File: src/rtl/fperr_pkg.sv
package fperr_pkg;

    typedef struct packed {
        logic irq;    // interrupt request toward the CPU
        logic ign;    // ignore-error held (output is its inverse)
        logic armed;  // a fresh error may raise the interrupt
    } fperr_state_t;

    localparam fperr_state_t FPERR_STATE_RST = '{irq: 1'b0, ign: 1'b0, armed: 1'b1};

endpackage

File: src/rtl/fperr_sync.sv
module fperr_sync #(
    parameter int   STAGES    = 2,
    parameter logic RESET_VAL = 1'b1
) (
    input  logic clk,
    input  logic rst,
    input  logic din,
    output logic dout
);
    logic [STAGES-1:0] chain_d, chain_q;

    generate
        if (STAGES == 1) begin : g_single
            always_comb chain_d = din;
        end else begin : g_multi
            always_comb chain_d = {chain_q[STAGES-2:0], din};
        end
    endgenerate

    always_ff @(posedge clk) begin
        if (rst) chain_q <= {STAGES{RESET_VAL}};
        else     chain_q <= chain_d;
    end

    assign dout = chain_q[STAGES-1];
endmodule

File: src/rtl/fperr_port_decode.sv
module fperr_port_decode #(
    parameter int                ADDR_W    = 8,
    parameter logic [ADDR_W-1:0] PORT_ADDR = 8'hF0
) (
    input  logic              io_wr,
    input  logic [ADDR_W-1:0] io_addr,
    output logic              hit
);
    always_comb hit = io_wr && (io_addr == PORT_ADDR);
endmodule

File: src/rtl/fperr_core.sv
module fperr_core
    import fperr_pkg::*;
(
    input  logic clk,
    input  logic rst,
    input  logic err_act,
    input  logic mode_en,
    input  logic port_hit,
    output logic irq,
    output logic ign
);
    fperr_state_t st_d, st_q;
    logic         ack;

    always_comb begin
        ack  = mode_en && err_act && port_hit;
        st_d = st_q;

        // re-arm only once the error has been seen released
        if (!err_act)  st_d.armed = 1'b1;
        else if (ack)  st_d.armed = 1'b0;

        if (!mode_en || !err_act) begin
            st_d.irq = 1'b0;
            st_d.ign = 1'b0;
        end else if (ack) begin
            st_d.irq = 1'b0;
            st_d.ign = 1'b1;
        end else if (st_q.ign) begin
            st_d.irq = 1'b0;
        end else begin
            st_d.irq = st_q.armed;
        end
    end

    always_ff @(posedge clk) begin
        if (rst) st_q <= FPERR_STATE_RST;
        else     st_q <= st_d;
    end

    assign irq = st_q.irq;
    assign ign = st_q.ign;
endmodule

File: src/rtl/fperr_irq_ctrl.sv
module fperr_irq_ctrl #(
    parameter int         ADDR_W      = 8,
    parameter logic [7:0] PORT_ADDR   = 8'hF0,
    parameter int         SYNC_STAGES = 2
) (
    input  logic              clk,
    input  logic              rst,
    input  logic              io_wr,
    input  logic [ADDR_W-1:0] io_addr,
    input  logic              err_n,
    input  logic              mode_en,
    output logic              irq13,
    output logic              ignne_n
);
    localparam logic [ADDR_W-1:0] DEC_ADDR = ADDR_W'(PORT_ADDR);

    logic err_n_s;
    logic err_act;
    logic port_hit;
    logic ign;

    fperr_sync #(.STAGES(SYNC_STAGES), .RESET_VAL(1'b1)) u_sync (
        .clk (clk),
        .rst (rst),
        .din (err_n),
        .dout(err_n_s)
    );

    assign err_act = ~err_n_s;

    fperr_port_decode #(.ADDR_W(ADDR_W), .PORT_ADDR(DEC_ADDR)) u_dec (
        .io_wr  (io_wr),
        .io_addr(io_addr),
        .hit    (port_hit)
    );

    fperr_core u_core (
        .clk     (clk),
        .rst     (rst),
        .err_act (err_act),
        .mode_en (mode_en),
        .port_hit(port_hit),
        .irq     (irq13),
        .ign     (ign)
    );

    assign ignne_n = ~ign;
endmodule

File: config.mk
export PLATFORM = sky130hd
export DESIGN_NAME = fperr_irq_ctrl
export DESIGN_NICKNAME = d
export VERILOG_FILES = /design/src/rtl/fperr_pkg.sv /design/src/rtl/fperr_sync.sv /design/src/rtl/fperr_port_decode.sv /design/src/rtl/fperr_core.sv /design/src/rtl/fperr_irq_ctrl.sv
export SDC_FILE = /design/constraint.sdc
export NUM_CORES = 1
export LEC_CHECK = 0
export BUFFER_PORTS_ARGS = -buffer_cell sky130_fd_sc_hd__buf_2
export CORE_AREA = 2 2 39 41
export CTS_BUF_LIST = sky130_fd_sc_hd__clkbuf_2
export CTS_CLUSTER_DIAMETER = 200
export CTS_CLUSTER_SIZE = 40
export DETAILED_ROUTE_END_ITERATION = 7
export DIE_AREA = 0 0 41 43
export HOLD_SLACK_MARGIN = 0.15
export PLACE_DENSITY = 0.35
export SYNTH_ARGS = -nofsm -noshare
export SYNTH_HDL_FRONTEND = slang
export SYNTH_SLANG_ARGS = --single-unit
File: constraint.sdc
create_clock -name clk -period 1.25 [get_ports clk]
set_input_delay 0.125 -clock clk [delete_from_list [all_inputs] [get_ports clk]]
set_output_delay 0.125 -clock clk [all_outputs]
set_load 0.02 [all_outputs]
==> summary.md <==
| Metric | Value |
|---|---|
| Vias per cell | between 3 and 4 |
| H-tree depth | 1 |
| Max-slew violation count | 0 |
| Clk_skew | between 0.0015 and 0.002 ns |
| Post CTS Setup Buffer Count | 0 |
| Post-route ant nets | 0 |
| Hold Path Origin | io_addr[2] |
| Min Tclk post-route | ~1.1 ns |
| Layout cells sized above 1 | 0.564 |
| Overall power | ~350 µW |
| Register area | between 100 and 150 µm² |
| CP Class | reg2reg |
| Post-cts sizing count | 0 |
| Crit path capture type | flop |
| Top cells by count, synth | dfxtp_1, nand2_1, o31ai_2 |
| Initial Util | 0.140 |
| Ys Warns | 0 |
| Synthesized flop and latch total | 5 |
| Critical Path Source | u_sync.chain_q[1] |
| CP Cell Sequence | or3b_1 -> o31ai_2 -> nor3_1 |
| Synth Flop Type | dfxtp_1 |
| Crit start category | flop |
| RSZ-0062 raised after global routing | false |
| IO Pins | 15 |
| Final hold vios | 0 |
| Synthesized instance count | 18 |
| Die Width | 41 µm |
| Reg2reg start | u_sync.chain_q[1] |
| Post-synth top area cell | dfxtp_1 |
| Syn Nets | 31 |
| Max Buffers Root-to-Sink | 2 |
| Synth cell types | 12 |
| Root buffer cell | clkbuf_2 |
| R2R cell count | 3 |
| I/O Buffers | 14 |
| Ys async rst share | 0 |
| FP Rows | 14 |
| Remaining DRCs | 0 |
| Final WL | 423 µm |
| CTS sink count | 5 |
| DRT iter0 DRCs | 1 |
| Maximum vdd ir drop | ~0.36 mV |
| Crit-path max FO | 2 |
| CP max stage cell | or3b_1 |
| Mapped cell area | a little under 200 µm² |
| Register area share after synthesis | 0.516 |
| Fill count | between 150 and 200 |
| Worst hold path class | in2reg |
| Top-area cell type share of the netlist area | 0.516 |
| GR Overflow Total | 0 |
| Vias in the first global route | 220 |
| Slowest stage delay, CP | between 0.4 and 0.5 ns |
| Achievable Freq | just under 900 MHz |
| Crit path required time | 1.36 ns |
| Final setup fails | 0 |
| Leak | 0.000154 µW |
| Ant diodes | 0 |
| Largest net degree at the start of global routing | 4 |
| Most numerous cell in the Yosys netlist | dfxtp_1 |
| WL per Instance | ~7.7 µm |
| GRT Util Overall | 0.0733 |
| Max Cap Viol | 0 |
| Clock transition at the registers of the reported paths | approximately 0.050 ns |
| Initial antenna violation count | 0 |
| PwrDens | ~1000 mW/mm² |
| Worst-margin pin slew | between 0.2 and 0.25 ns |
| Area contributors post-synth | dfxtp_1, o31ai_2, or4b_4 |
| Setup TNS | 0 ns |
| Die Ht | approximately 43 µm |
| Worst hold path cell count | 4 |
| Clock Latency Late Sink | 0.22 ns |
| Multi-input logic area | around 90 µm² |
| Avg Inst Size Synth | between 10 and 15 µm² |
| Area Growth Syn to Fin | 72.3% |
| TritonRoute pass-1 iters | 2 |
| Gpl congestion | 0.601 |
| Fin crit share | 0.905 |
| First-pass GRT wire length | about 770 µm |
| CORE AREA | ~0.0014 mm² |
| DIE AREA | approximately 0.0018 mm² |
| Worst Path Arrival | 1.24 ns |
| Relative slew slack | 0.860 |
| Status | finished, final reports clean |
| DR vias | about 200 |
| Nets | 53 |
| Clock buffer count from CTS | 3 |
| CTS tree | done |
| Number of flops mapped to enable cells by yosys | 0 |
[metrics by stage]
step	utilization	cells	hold WS, ns	cell area, µm²	worst slack, ns
after floorplan	-	18	0.222	194	0.126
after global placement	0.205	48	0.314	284	0.0765
after detailed placement	0.205	48	0.310	284	0.0633
after CTS	0.241	55	0.219	334	0.0688
after global routing	0.241	55	0.254	334	0.0371
final	0.241	55	0.243	334	0.119
[state kept, by name (all words and copies together) (netlist names)]
signal	cells
u_core.ign	1
u_core.irq	1
u_core.st_q	1
u_sync.chain_q	2
[power breakdown]
part	internal [µW]	switching, µW
sequential	163	0.966
combinational	23.8	10.6
clock	84.6	65.6
[timing repair]
| item | 4_1_cts | 5_1_grt |
|---|---|---|
| hold buffers | 3 | 0 |
| endpoints found under the setup margin | 0 | 1 |
| endpoints found under the hold margin | 4 | 0 |
[per-layer routing]
metal	wire, µm	track usage	vias to the layer above
met5	0	0	-
met4	0	0.0400	0
met3	43	0.0785	0
met2	212	0.103	9
met1	167	0.0611	85
li1	-	-	105
[path summary, 6_finish.rpt]
check | to | slack, ns
setup / recovery | u_core.irq | 0.12
setup reg to reg | u_core.irq | 0.12
hold reg to reg | u_sync.chain_q[1] | 0.41
hold / removal | u_core.st_q[0] | 0.24
[cell type report]
cell class,count,area share
clock buffers,4,0.0599
inverters,1,0.0112
multi-input cells,12,0.270
flip-flops and latches,5,0.300
well taps,16,0.0599
repair buffers,17,0.300
[cell families (layout without fill, tap and decap cells)]
| logic type | Yosys count | in the layout | share of synthesized area |
|---|---|---|---|
| AND/OR/NAND/NOR | 10 | 10 | 0.336 |
| flip-flops | 5 | 5 | 0.516 |
| AO/OA/AOI/OAI | 2 | 2 | 0.129 |
| buffers and inverters | 1 | 22 | 0.0193 |
[critical path, delay by kind of cell, from the launching register on]
kind            cells  cell delay (ns)
simple gates        2             0.49
flops               1             0.30
compound gates      1             0.22
[cells in the final DEF, fill, tap and decap left out]
cell type | Yosys | final
o31ai_2 | 2 | 2
nor3_1 | 1 | 1
buf_2 | 0 | 14
or3b_1 | 1 | 1
dlygate4sd3_1 | 0 | 3
or2_1 | 1 | 1
or2_2 | 1 | 1
clkbuf_2 | 0 | 4
and2b_1 | 1 | 1
nand4_1 | 1 | 1
inv_1 | 1 | 1
dfxtp_1 | 5 | 5
nor2_1 | 1 | 1
nand2_1 | 2 | 2
or4b_4 | 1 | 1
No activity file was read; power rests on OpenSTA's default activity.
